**config.mk**
```make
export PLATFORM = sky130hd
export DESIGN_NAME = inact_pwroff_timer
export DESIGN_NICKNAME = d
export VERILOG_FILES = /design/src/rtl/tmr_pkg.sv /design/src/rtl/tick_counter.sv /design/src/rtl/svc_gate.sv /design/src/rtl/off_sequencer.sv /design/src/rtl/inact_pwroff_timer.sv
export SDC_FILE = /design/constraint.sdc
export NUM_CORES = 1
export LEC_CHECK = 0
export CAP_MARGIN = 20
export CORE_MARGIN = 3
export CORE_UTILIZATION = 40
export CTS_CLUSTER_DIAMETER = 100
export CTS_CLUSTER_SIZE = 10
export DETAILED_ROUTE_END_ITERATION = 10
export RECOVER_POWER = 100
export REMOVE_ABC_BUFFERS = 1
export SLEW_MARGIN = 20
export SYNTH_ARGS = -nofsm -noshare
export SYNTH_HDL_FRONTEND = slang
export SYNTH_SLANG_ARGS = --single-unit
```
**constraint.sdc**
```tcl
create_clock -name clk -period 2.7 [get_ports clk]
set_input_delay 0.27 -clock clk [delete_from_list [all_inputs] [get_ports clk]]
set_output_delay 0.27 -clock clk [all_outputs]
set_load 0.01 [all_outputs]
```
**src/rtl/tmr_pkg.sv**
```systemverilog
package tmr_pkg;
  typedef enum logic [1:0] {
    PH_RUN  = 2'd0,
    PH_WARN = 2'd1,
    PH_OFF  = 2'd2
  } phase_e;
endpackage

```
**src/rtl/tick_counter.sv**
```systemverilog
module tick_counter #(
  parameter int LIMIT = 492
) (
  input  logic clk,
  input  logic clr,
  input  logic en,
  output logic hit
);
  localparam int W = (LIMIT > 2) ? $clog2(LIMIT) : 1;
  localparam logic [W-1:0] LAST = W'(LIMIT - 1);

  logic [W-1:0] cnt;

  assign hit = en && (cnt == LAST);

  always_ff @(posedge clk) begin
    if (clr)
      cnt <= '0;
    else if (en)
      cnt <= hit ? '0 : cnt + 1'b1;
  end
endmodule

```
**src/rtl/svc_gate.sv**
```systemverilog
module svc_gate (
  input  logic svc_wr,
  input  logic carrier_ok,
  input  logic tx_pwr,
  input  logic armed,
  output logic restart
);
  // Refused only for carrier low together with transmit power high.
  assign restart = armed && svc_wr && (carrier_ok || !tx_pwr);
endmodule

```
**src/rtl/off_sequencer.sv**
```systemverilog
module off_sequencer
  import tmr_pkg::*;
(
  input  logic   clk,
  input  logic   mrst,
  input  logic   period_hit,
  input  logic   restart,
  input  logic   gap_hit,
  output phase_e phase,
  output logic   tmo_irq,
  output logic   pwr_off_n
);
  always_ff @(posedge clk) begin
    if (mrst) begin
      phase     <= PH_RUN;
      tmo_irq   <= 1'b0;
      pwr_off_n <= 1'b1;
    end else begin
      unique case (phase)
        PH_RUN: if (period_hit && !restart) begin
          phase   <= PH_WARN;
          tmo_irq <= 1'b1;
        end
        PH_WARN: if (gap_hit) begin
          phase     <= PH_OFF;
          pwr_off_n <= 1'b0;
        end
        default: phase <= PH_OFF;
      endcase
    end
  end
endmodule

```
**src/rtl/inact_pwroff_timer.sv**
```systemverilog
module inact_pwroff_timer
  import tmr_pkg::*;
#(
  parameter int PERIOD_TICKS = 14760,
  parameter int GAP_TICKS    = 492
) (
  input  logic clk,
  input  logic mrst,
  input  logic tick_en,
  input  logic svc_wr,
  input  logic carrier_ok,
  input  logic tx_pwr,
  output logic tmo_irq,
  output logic pwr_off_n
);
  phase_e phase;
  logic   restart, period_hit, gap_hit, running, warning;

  assign running = (phase == PH_RUN);
  assign warning = (phase == PH_WARN);

  svc_gate u_gate (
    .svc_wr     (svc_wr),
    .carrier_ok (carrier_ok),
    .tx_pwr     (tx_pwr),
    .armed      (running),
    .restart    (restart)
  );

  tick_counter #(.LIMIT(PERIOD_TICKS)) u_period (
    .clk (clk),
    .clr (mrst || restart || !running),
    .en  (tick_en && running),
    .hit (period_hit)
  );

  tick_counter #(.LIMIT(GAP_TICKS)) u_gap (
    .clk (clk),
    .clr (mrst || !warning),
    .en  (tick_en && warning),
    .hit (gap_hit)
  );

  off_sequencer u_seq (
    .clk        (clk),
    .mrst       (mrst),
    .period_hit (period_hit),
    .restart    (restart),
    .gap_hit    (gap_hit),
    .phase      (phase),
    .tmo_irq    (tmo_irq),
    .pwr_off_n  (pwr_off_n)
  );
endmodule

```
# Word level (Yosys, flattened, before mapping)

Cells that the tools add are included.

Bitwise gates (word level): 0
Shift-type cells: 0
$mul: 0
Add/subtract/negate cells: 2
Reduce and logical (&&, ||, !) cells: 19
Order comparisons: 0
Divide/modulo/power cells: 0
Equal/unequal tests: 5
Muxes and demuxes: 5

Operators with widths:

| cell                                          | number |
|---|---|
| adder 14 x 1 -> 14 bit, second input constant | 1 |
| == test 14 bit, second input constant         | 1 |
| two-way mux 14 bit                            | 1 |
| adder 9 x 1 -> 9 bit, second input constant   | 1 |
| == test 9 bit, second input constant          | 1 |
| two-way mux 9 bit                             | 1 |
| logical AND 1 bit                             | 7 |
| AND reduction 2 bit                           | 3 |
| logical NOT 1 bit                             | 4 |
| logical OR 1 bit                              | 4 |
| two-way mux 2 bit                             | 2 |
| != test 2 x 1 -> 1 bit, second input constant | 2 |
| one-hot mux 2 bit (2 select lines)            | 1 |
| == test 2 x 1 -> 1 bit, second input constant | 1 |
| logical NOT 2 bit                             | 1 |

Output and inout bits: 2
Logic and storage cells: 36
Bits in writable memories: 0
Input port bits: 6
Bits in latches: 0
Memories kept: 0
Memory bits (read-only): 0
Register bits after elaboration: 27

# Logic depth before layout (Yosys ltp)

Gate-level depths: netlist (run 1).

Word-level depth: 7
Gate-level depth with buffers: 6
Gate-level depth less buffers: 5

# Hierarchy

Synthesis (run 1) repeated with hierarchy kept, for this count alone.

Cells, all modules: 151
Area total of the unflattened synthesis: 1423.9 sq um

By module, submodules not included:

| module                  | cells each | times used | sequential area each (sq um) | area each (sq um) |
|---|---|---|---|---|
| tick_counter (u_period) | 79         | 1          | 280.3                        | 739.5 |
| tick_counter (u_gap)    | 50         | 1          | 180.2                        | 484.2 |
| off_sequencer           | 14         | 1          | 80.1                         | 146.4 |
| inact_pwroff_timer      | 5          | 1          | 0.0                          | 37.5 |
| svc_gate                | 3          | 1          | 0.0                          | 16.3 |

# Worst setup path after synthesis (run 1)

Ideal clock, no wire load.

Kind: reg2reg
Start point: reg u_period.cnt[0]
End point: reg u_period.cnt[10]
Required time: 2.585 ns
Buffers on the path: 1
Slack: 0.808 ns
Period minus slack after synthesis: 1.892 ns
Arrival: 1.777 ns
Stages on the path, launching flop included: 7
Library setup time: 0.115 ns
Cells stage by stage: dfxtp_1 ha_1 or4b_1 or4_4 nand2b_2 buf_6 nor2_1

Longest elaborated chain between the ends: 3
Elaborated cells on any way between the ends: 4
Those cells by class: add/sub: 1; eq/ne: 1; mux: 1; reduce/logical: 1

RTL lines:

| what                                                           | RTL line           | source |
|---|---|---|
| from (decl)                                                    | tick_counter.sv:12 | `logic [W-1:0] cnt;` |
| from (signal assigned)                                         | tick_counter.sv:20 | `cnt <= hit ? '0 : cnt + 1'b1;` |
| branches (longest 2 deep; another with adder 14 x 1 -> 14 bit) | n/a                |  |
| two-way mux 14 bit *                                           | tick_counter.sv:20 |  |

Mark *: on every way between the ends.
A chain may end at the register's enable or synchronous reset.

# Final worst setup path (run 1)

Start point: reg u_period.cnt[0]
End point: reg u_period.cnt[11]

The elaborated chain is that of the path after synthesis.

==> results of run 1 <==
-- flip-flops by register name (all words and copies together), names as in the netlist --
| name | count |
|---|---|
| u_seq.pwr_off_n | 1 |
| u_gap.cnt | 9 |
| u_period.cnt | 14 |
| u_seq.phase | 2 |
| u_seq.tmo_irq | 1 |
-- worst max-delay path: cells and delay by family, from the launching register on --
family        cells  cell delay, ns
simple gates      4            1.47
fa+ha+maj         1            0.21
flops             1            0.42
-- per-layer routing --
metal  GRT usage [%]  part of all wire [%]
met3           2.703                   3.2
met1           18.01                    51
met2           20.43                    44
met5               0                     0
met4           6.630                   2.3
-- stage by stage --
step                area [µm²]  util [%]
global route              1381     48.02
CTS                       1395     48.50
detailed placement        1365     47.46
finish                    1381     48.02
floorplan                 1235         -
global placement          1365     47.46
-- power groups by stage --
stage	clock, µW	combinational (µW)	sequential [µW]
global route	205	27.4	402
CTS	193	25.2	402
global placement	0	24.3	410
finish	184	24.3	402
detailed placement	0	25.1	410
floorplan	0	12.1	410
-- logic make-up (layout without fill, tap and decap cells) --
kind of cell    count (synthesis)  count (layout)  share of synthesized area (%)
xor+xnor                       18              18                          12.50
fa+ha+maj                       2               2                          1.984
simple gates                   78              78                          33.13
flops                          27              27                          42.86
buf+inv                         8              16                          3.273
compound gates                 12              12                          6.250
-- path summary, 6_finish.rpt --
check                                        end  cells past startpoint
worst max-delay path            u_period.cnt[11]                      5
worst min-delay path             u_seq.pwr_off_n                      1
worst max register to register  u_period.cnt[11]                      5
worst min register to register   u_seq.pwr_off_n                      1
-- layout by cell type (no fill, tap or decap), types with 4 or more instances in the layout --
cell type,n
nand3_1,6
nand4_1,5
inv_1,4
a21oi_1,6
nor2_1,25
nor4_1,7
nand2_1,14
nor3_1,5
clkdlybuf4s50_1,4
nand2b_1,5
xnor2_1,16
dfxtp_1,27
-- cell type report --
type,instances,area share (%)
Clock buffer,3,1.630
Tap cell,42,3.804
Multi-Input combinational cell,110,48.19
Clock inverter,1,0.5435
Inverter,4,1.087
Sequential cell,27,39.13
Timing Repair Buffer,8,5.616
==> summary.md, run 1 <==
| Metric | Value |
|---|---|
| Asr flop ratio synth | `0%` |
| Die width | `62.15 µm` |
| Crit. End Element | `flop` |
| Internal power | `468.9 µW` |
| Seq/Total Area, Yosys | `42.86%` |
| Pre-antenna DRT Iters | `4` |
| Synth area leader | `dfxtp_1` |
| Max FO, Critical Path | `12` |
| Setup crit start | `u_period.cnt[0]` |
| Distinct cells, synth | `31` |
| Period Utilization, post-route | `81.57%` |
| Worst clock skew | `0.009144 ns` |
| Max frequency | `454.0 MHz` |
| Worst slew margin | `60.82%` |
| EDFF count, synth | `0` |
| TritonCTS clock tree | `built` |
| Peak supply drop | `235.9 µV` |
| Post-cts resize count | `0` |
| Total Power | `609.6 µW` |
| Yosys warns | `0` |
| Count leader, synth | `dfxtp_1` |
| Die Span Y | `62.15 µm` |
| IO buf count | `7` |
| Logic pwr share | `4.0%` |
| Die area | `3863 µm²` |
| Clock Tree Buf Depth | `2` |
| Largest cells by area after synthesis | `dfxtp_1 (43%), xnor2_1 (11%), nor2_1 (7.4%)` |
| Final-report hold violation count | `0` |
| Via density | `5.082` |
| List of most frequent post-synthesis cells | `dfxtp_1 (27), nor2_1 (25), xnor2_1 (16)` |
| CP required | `2.93 ns` |
| Hold path startpoint | `u_seq.pwr_off_n` |
| DR WL/cell | `12.06 µm` |
| CTS clk-pin slew, worst paths | `0.15 ns` |
| Setup TNS after final layout | `0 ns` |
| Worst skew pair latency | `0.34 ns` |
| Seq cells post-synth | `27` |
| Status | `complete, no violations` |
| Final ANT Viol Nets | `0` |
| Initial Util | `43.85%` |
| Clock root buffer | `clkbuf_4` |
| Vias in the first global route | `948` |
| Synthesized instance count | `145` |
| Crit path launch type | `flop` |
| Setup bufs post-CTS | `0` |
| Initial DRC Count | `56` |
| Post-route insts no fill | `195` |
| Core Footprint | `2877 µm²` |
| Top-area cell type share of the netlist area | `42.86%` |
| NetSw | `140.7 µW` |
| Cell Area, Synth | `1261 µm²` |
| Hold Buf Count CTS | `0` |
| P_leak | `0.0003930 µW` |
| Global-route usage over all layers | `13.42%` |
| Ant diodes | `0` |
| Min Tclk post-route | `2.202 ns` |
| Clock sinks | `27` |
| Primary FF master, synth | `dfxtp_1` |
| Reg2reg setup slack | `0.50 ns` |
| Worst Path Class, Setup | `reg -> reg` |
| Share of cells above drive strength 1 | `5.229%` |
| Final nets | `162` |
| Power share of the clock group | `30.1%` |
| Setup-failing EPs final | `0` |
| First-pass GRT wire length | `4271 µm` |
| Sequential Power Share | `65.9%` |
| Slowest Stage Delay on Critical Path | `0.66 ns` |
| Worst slew pin tran | `0.5823 ns` |
| Via count | `991` |
| Final Worst Setup Slack | `0.4975 ns` |
| Fillcell total | `285` |
| Cell Rows | `19` |
| Crit-path slowest cell | `or4_1` |
| Pin count of the biggest net entering global routing | `17` |
| Inst Count DP | `191` |
| Hold WS | `0.4636 ns` |
| H-tree Lvls | `1` |
| Syn_area_per_cell | `8.698 µm²` |
| Gr ovfl total | `0` |
| P&R area growth vs syn | `9.523%` |
| R2R Path Start | `u_period.cnt[0]` |
| Hold WC Path Type | `reg -> reg` |
| Initial antenna violation count | `0` |
| PwrDens | `441.3 nW/µm²` |
| Area of the multi-input gates | `665.6 µm²` |
| I/O pin total | `8` |
| CTS buffer count | `3` |
| Critical path arrival | `2.44 ns` |
| Max Cap Viol | `0` |
| Hpwl dp | `1727 µm` |
| Sw frac | `23.08%` |
| RSZ-0062 raised after global routing | `false` |
| Final Slew Violations | `0` |
| DRC violations left | `0` |
| Final WL | `2352 µm` |
| Post-Place Setup Slack | `0.4126 ns` |
| Worst-path cell chain | `ha_1 -> or4b_1 -> or4_1 -> nand2b_2 -> nor2_1` |
| Register Area | `540.5 µm²` |
| GP Congestion | `0.7960` |
(Power assumes the default switching activity.)
==> inputs of run 2 (changes only) <==
==> constraint.sdc (replaced) <==
create_clock -name clk -period 1.8 [get_ports clk]
set_input_delay 0.18 -clock clk [delete_from_list [all_inputs] [get_ports clk]]
set_output_delay 0.18 -clock clk [all_outputs]
set_load 0.01 [all_outputs]
==> run 2 against run 1 <==
The flow now finishes with violations (setup timing); sequential share of layout area down 4.9 points; critical path type unchanged; fmax up 22%; highest routed layer unchanged; cell count up 12%; non-clock buffer count up 23.
==> summary.md, run 2 (same netlist as run 1, synthesis figures left out) <==
| Metric | Value |
|---|---|
| Clock sinks | `27 (unchanged)` |
| DR WL/cell | `11.87 µm (-1.6%)` |
| Final ANT Viol Nets | `0 (unchanged)` |
| Area of the multi-input gates | `709.4 µm² (+6.6%)` |
| Peak supply drop | `302.0 µV (+28%)` |
| Largest register FFs | `14 (unchanged)` |
| RSZ-0062 raised after global routing | `true` |
| Critical path arrival | `2.09 ns (-0.35 ns)` |
| Hpwl dp | `1902 µm (+10%)` |
| Clock root buffer | `clkbuf_4` |
| Placed inst area | `1515 µm² (+11%)` |
| Cell Rows | `19 (unchanged)` |
| Ant diodes | `0 (unchanged)` |
| Hold WC Path Type | `reg -> reg` |
| Via count | `1,114 (+12%)` |
| Final-report hold violation count | `0 (unchanged)` |
| Share of cells above drive strength 1 | `23.73% (+19 points)` |
| Crit. End Element | `flop` |
| Worst slew margin | `77.58% (+17 points)` |
| Final nets | `186 (+15%)` |
| Vias in the first global route | `1,100 (+16%)` |
| Pre-antenna DRT Iters | `4 (unchanged)` |
| Setup crit start | `u_period.cnt[6]` |
| Top flop regs | `u_period.cnt x14, u_gap.cnt x9, u_seq.phase x2` |
| Min Tclk post-route | `1.812 ns (-0.3907 ns)` |
| DRC violations left | `0 (unchanged)` |
| Core Footprint | `2877 µm² (unchanged)` |
| Most common cell after layout, fill and taps aside | `dfxtp_1` |
| R2R Path Start | `u_period.cnt[6]` |
| Setup-failing EPs final | `1 (+1)` |
| Gr ovfl total | `0 (unchanged)` |
| CTS clk-pin slew, worst paths | `0.14 ns (about the same)` |
| Global-route usage over all layers | `14.43% (+1.0 points)` |
| Register Area | `548.0 µm² (+1.4%)` |
| Register name with the most flops | `u_period.cnt` |
| Worst skew pair latency | `0.32 ns (-0.02 ns)` |
| Pin count of the biggest net entering global routing | `16 (-1)` |
| Crit path launch type | `flop` |
| Die area | `3863 µm² (unchanged)` |
| H-tree Lvls | `1 (unchanged)` |
| Via density | `5.087 (about the same)` |
| First-pass GRT wire length | `4602 µm (+7.7%)` |
| Post-route design area | `1603 µm² (+16%)` |
| Worst slew pin tran | `0.3332 ns (-0.2491 ns)` |
| IO buf count | `7 (unchanged)` |
| CTS buffer count | `3 (unchanged)` |
| Final Worst Setup Slack | `-0.01177 ns (-0.5093 ns)` |
| Worst clock skew | `0.002315 ns (-0.006829 ns)` |
| Worst Path Class, Setup | `reg -> reg` |
| Die width | `62.15 µm (unchanged)` |
| I/O pin total | `8 (unchanged)` |
| Clock Tree Buf Depth | `2 (unchanged)` |
| Final Core Density | `55.72% (+7.7 points)` |
| P&R area growth vs syn | `27.08%` |
| Fillcell total | `269 (-5.6%)` |
| Final Slew Violations | `0 (unchanged)` |
| TritonCTS clock tree | `built` |
| Hold path startpoint | `u_seq.tmo_irq` |
| Status | `finished with violations` |
| Max frequency | `551.9 MHz (+22%)` |
| Period Utilization, post-route | `100.7% (+19 points)` |
| Max Cap Viol | `0 (unchanged)` |
| CP required | `2.08 ns (-0.85 ns)` |
| Final WL | `2600 µm (+11%)` |
| GP Congestion | `0.7807 (-1.9%)` |
| Max FO, Critical Path | `6 (-6)` |
| P_leak | `0.0005490 µW (+40%)` |
| Initial Util | `43.85% (unchanged)` |
| Initial DRC Count | `71 (+27%)` |
| PwrDens | `569.1 nW/µm² (+29%)` |
| Die Span Y | `62.15 µm (unchanged)` |
| Most frequent cells in the layout | `dfxtp_1 (23), nor2_1 (22), buf_4 (22), xnor2_1 (16), nand2_1 (14)` |
| Hold WS | `0.4948 ns (+0.03124 ns)` |
| Failing checks | `setup timing` |
| Hold Buf Count CTS | `0 (unchanged)` |
| Initial antenna violation count | `0 (unchanged)` |
## run 2: cell count changes in the layout (fill, tap and decap cells not counted), moves of 2 or more
cell	delta
nor2_1	-3
buf_4	+21
dfxtp_1	-4
dfxtp_2	+3
clkbuf_4	+2
nor2_2	+3
## run 2: timing repair
action / CTS / global route
pin swaps: 1 / 6
setup buffers: 1 / 2
gates resized for setup: 6 / 5
gates cloned: 1 / 0
setup endpoints to repair: 14 / 11
## run 2: worst paths after layout
path | end | slack, ns | cells past startpoint
worst max-delay path | u_seq.tmo_irq | -0.01 | 4
worst min-delay path | u_seq.tmo_irq | 0.49 | 1
worst max register to register | u_seq.tmo_irq | -0.01 | 4
worst min register to register | u_seq.tmo_irq | 0.49 | 1
## run 2: metrics by stage
stage / setup TNS [ns] / cells / total power, µW / setup WS, ns
after floorplan: -0.7958 / 141 / 632.8 / -0.06431
after global placement: -2.581 / 211 / 659.9 / -0.1484
after detailed placement: -3.130 / 211 / 661.0 / -0.1548
after CTS: 0 / 217 / 934.8 / 0.001037
after global routing: -0.5906 / 219 / 964.4 / -0.08335
final: -0.01177 / 219 / 912.1 / -0.01177
## run 2: layout make-up
class	instances	share of cell area (%)
clock inverters	1	0.3123
clock buffers	3	1.405
multi-input cells	111	44.26
repair buffers	31	15.61
inverters	4	0.9368
flip-flops and latches	27	34.19
well taps	42	3.279
## run 2: power by group
group	total, µW	switching, µW	internal [µW]
logic	52.9	23.8	29.1
clock network	259	175	83.2
registers	601	1.92	599
total	912	201	711
## run 2: critical path, stage by stage (launching register included)
cell	delay, ns
dfxtp_4	0.37
or4bb_1	0.50
or4_4	0.60
a31oi_1	0.17
o21ba_1	0.13
## run 2: layer usage
layer,GRT usage [%],share of wire [%],vias to the layer above
met3,3.063,4.5,2
met1,17.89,50,525
met5,0,0,-
met4,7.459,0.77,0
met2,23.52,45,20
li1,-,-,567
==> inputs of run 3 (changes only) <==
--- a/config.mk
+++ b/config.mk
@@ -6,13 +6,11 @@
 export NUM_CORES = 1
 export LEC_CHECK = 0
 export CAP_MARGIN = 20
-export CORE_MARGIN = 3
 export CORE_UTILIZATION = 40
 export CTS_CLUSTER_DIAMETER = 100
 export CTS_CLUSTER_SIZE = 10
 export DETAILED_ROUTE_END_ITERATION = 10
 export RECOVER_POWER = 100
-export REMOVE_ABC_BUFFERS = 1
 export SLEW_MARGIN = 20
 export SYNTH_ARGS = -nofsm -noshare
 export SYNTH_HDL_FRONTEND = slang
==> run 3 against run 2 <==
The run now ends clean; sequential share of layout area increased by 1.6 points; cell count is 3.2% lower; wire length fell by 8.6%; sequential power is essentially flat; clock power barely moved; global-route usage up 2.3 points; fmax grew 1.5%; die area is 12% lower; critical path type unchanged; critical endpoint is now u_period.cnt[4].
==> summary.md, run 3 (same netlist as run 1, synthesis figures left out) <==
| Metric | Value |
|---|---|
| Core Footprint | `3028 µm² (+5.3%)` |
| First-pass GRT wire length | `4395 µm (-4.5%)` |
| Period Utilization, post-route | `99.21% (-1.4 points)` |
| I/O pin total | `8 (unchanged)` |
| Sw frac | `21.63% (-0.43 points)` |
| Internal power | `713.2 µW (+0.32%)` |
| Initial antenna violation count | `0 (unchanged)` |
| Crit. End Element | `flop` |
| Worst clock skew | `0.005163 ns (+0.002848 ns)` |
| Max frequency | `560.0 MHz (+1.5%)` |
| Final nets | `177 (-4.8%)` |
| Die Span Y | `58.15 µm (-6.4%)` |
| DRC violations left | `0 (unchanged)` |
| Min Tclk post-route | `1.786 ns (-0.02607 ns)` |
| DR WL/cell | `11.21 µm (-5.6%)` |
| Final Slew Violations | `0 (unchanged)` |
| CTS buffer count | `3 (unchanged)` |
| TritonCTS clock tree | `built` |
| Clock sinks | `27 (unchanged)` |
| Clock root buffer | `clkbuf_4` |
| Die width | `58.15 µm (-6.4%)` |
| Cell family with most CP delay | `simple AND/OR/NAND/NOR gates` |
| Clock Tree Buf Depth | `2 (unchanged)` |
| Status | `complete, no violations` |
| Total stage count of the critical path | `4 (unchanged)` |
| Reg-to-reg endpoint | `u_period.cnt[4]` |
| Mapped Nets | `153` |
| Power share of the clock group | `28.7% (+0.3 points)` |
| Hold path startpoint | `u_seq.pwr_off_n` |
| Max FO, Critical Path | `12 (+6)` |
| Via density | `4.910 (-3.5%)` |
| WP buf/inv | `0 (unchanged)` |
| Cell Rows | `20 (+1)` |
| Largest register FFs | `14 (unchanged)` |
| CP required | `2.03 ns (-0.05 ns)` |
| Most frequent cells in the layout | `nor2_1 (25), dfxtp_1 (25), xnor2_1 (16), nand2_1 (14), buf_4 (14)` |
| Peak supply drop | `270.5 µV (-10%)` |
| P_leak | `0.0005026 µW (-8.5%)` |
| Global-route usage over all layers | `16.75% (+2.3 points)` |
| Pin count of the biggest net entering global routing | `15 (-1)` |
| Via count | `1,041 (-6.6%)` |
| Register name with the most flops | `u_period.cnt` |
| Final ANT Viol Nets | `0 (unchanged)` |
| Worst slew pin tran | `0.3421 ns (+0.008856 ns)` |
| R2R Path Start | `u_period.cnt[6]` |
| Hold Buf Count CTS | `0 (unchanged)` |
| RSZ-0062 raised after global routing | `true` |
| Worst slew margin | `76.99% (-0.60 points)` |
| P&R area growth vs syn | `20.24%` |
| Die area | `3381 µm² (-12%)` |
| Total Power | `910.0 µW (-0.23%)` |
| Share of cells above drive strength 1 | `16.67% (-7.1 points)` |
| Ant diodes | `0 (unchanged)` |
| Final Worst Setup Slack | `0.01431 ns (+0.02607 ns)` |
| GP Congestion | `0.7568 (-3.1%)` |
| Final-report hold violation count | `0 (unchanged)` |
| PwrDens | `600.1 nW/µm² (+5.4%)` |
| NetSw | `196.8 µW (-2.2%)` |
| Hpwl dp | `1817 µm (-4.5%)` |
| Initial DRC Count | `21 (-70%)` |
| Logic pwr share | `5.2% (-0.6 points)` |
| Setup bufs post-CTS | `0 (-1)` |
| Setup TNS after final layout | `0 ns (+0.01177 ns)` |
| Max Cap Viol | `0 (unchanged)` |
| H-tree Lvls | `1 (unchanged)` |
| IO buf count | `7 (unchanged)` |
| Worst-path cell chain | `or4bb_1 -> or4_4 -> nand2b_4 -> nor2_1` |
| Final Core Density | `50.08% (-5.6 points)` |
| Final WL | `2376 µm (-8.6%)` |
| Crit-path slowest cell | `or4_4` |
| Worst hold path depth | `1 (unchanged)` |
| Vias in the first global route | `1,043 (-5.2%)` |
| Setup-failing EPs final | `0 (-1)` |
| Reg2reg setup slack | `0.01 ns (+0.03 ns)` |
| Critical path arrival | `2.01 ns (-0.08 ns)` |
| Sequential Power Share | `66.1% (+0.3 points)` |
| Worst Path Class, Setup | `reg -> reg` |
| Crit path launch type | `flop` |
| Worst skew pair latency | `0.32 ns (about the same)` |
| Gr ovfl total | `0 (unchanged)` |
| Top flop regs | `u_period.cnt x14, u_gap.cnt x9, u_seq.phase x2` |
| CTS clk-pin slew, worst paths | `0.14 ns (about the same)` |
| Post-Place Setup Slack | `-0.06710 ns (+0.08766 ns)` |
| Fillcell total | `301 (+12%)` |
| Pre-antenna DRT Iters | `4 (unchanged)` |
| Hold WC Path Type | `reg -> reg` |
| Worst Hold End | `u_seq.pwr_off_n` |
| Slowest Stage Delay on Critical Path | `0.59 ns (about the same)` |
| Initial Util | `41.65% (-2.2 points)` |
| FF-to-FF path depth | `4 (unchanged)` |
## run 3: cell types whose count changed in the layout (fill, tap and decap cells not counted), sizes merged
cell and change:
clkbuf +1, clkinv -1, nand2b -1, buf -8
## run 3: final cells by class
type | count | area [µm²] | area share [%]
multi-input combinational | 110 | 689.4 | 45.46
sequential | 27 | 543.0 | 35.81
timing repair buffer | 23 | 187.7 | 12.38
tap | 44 | 55.05 | 3.630
clock buffer | 4 | 26.28 | 1.733
inverter | 4 | 15.01 | 0.9901
## run 3: metrics by stage
step	hold slack [ns]	cells	cell area [µm²]
global route	0.5031	212	1516
finish	0.4769	212	1516
CTS	0.4927	212	1516
detailed placement	0.4549	208	1489
floorplan	0.2491	145	1270
global placement	0.4400	208	1489
## run 3: what timing repair did
action / CTS / global route
setup endpoints to repair: 7 / 13
gates resized for setup: 1 / 1
pin swaps: 1 / 0
## run 3: worst max-delay path by stage
stage | slack, ns | start | to
global placement | -0.06 | tick_en | u_period.cnt[13]
floorplan | 0.02 | u_period.cnt[1] | u_period.cnt[10]
global route | -0.07 | u_period.cnt[6] | u_seq.tmo_irq
finish | 0.01 | u_period.cnt[6] | u_period.cnt[4]
CTS | -0.004 | u_period.cnt[6] | u_seq.tmo_irq
detailed placement | -0.07 | tick_en | u_period.cnt[13]
## run 3: per-layer routing
layer | global-route usage [%] | wire length [µm]
met1 | 22.96 | 1210
met2 | 26.27 | 1111
met3 | 2.009 | 34
met4 | 7.823 | 19
met5 | 0 | 0
## run 3: power by group through the flow
stage	registers [µW]	logic, µW	clock network [µW]
after global placement	614	46.2	0
after detailed placement	614	47.6	0
final	601	47.7	261
after global routing	602	52.6	291
after floorplan	615	22.7	0
after CTS	601	48.0	271
## run 3: worst register-to-register path, stage by stage, from the launching register on
cell and delay [ns]:
dfxtp_1 0.34, or4bb_1 0.53, or4_4 0.59, nand2b_4 0.17, nor2_1 0.07
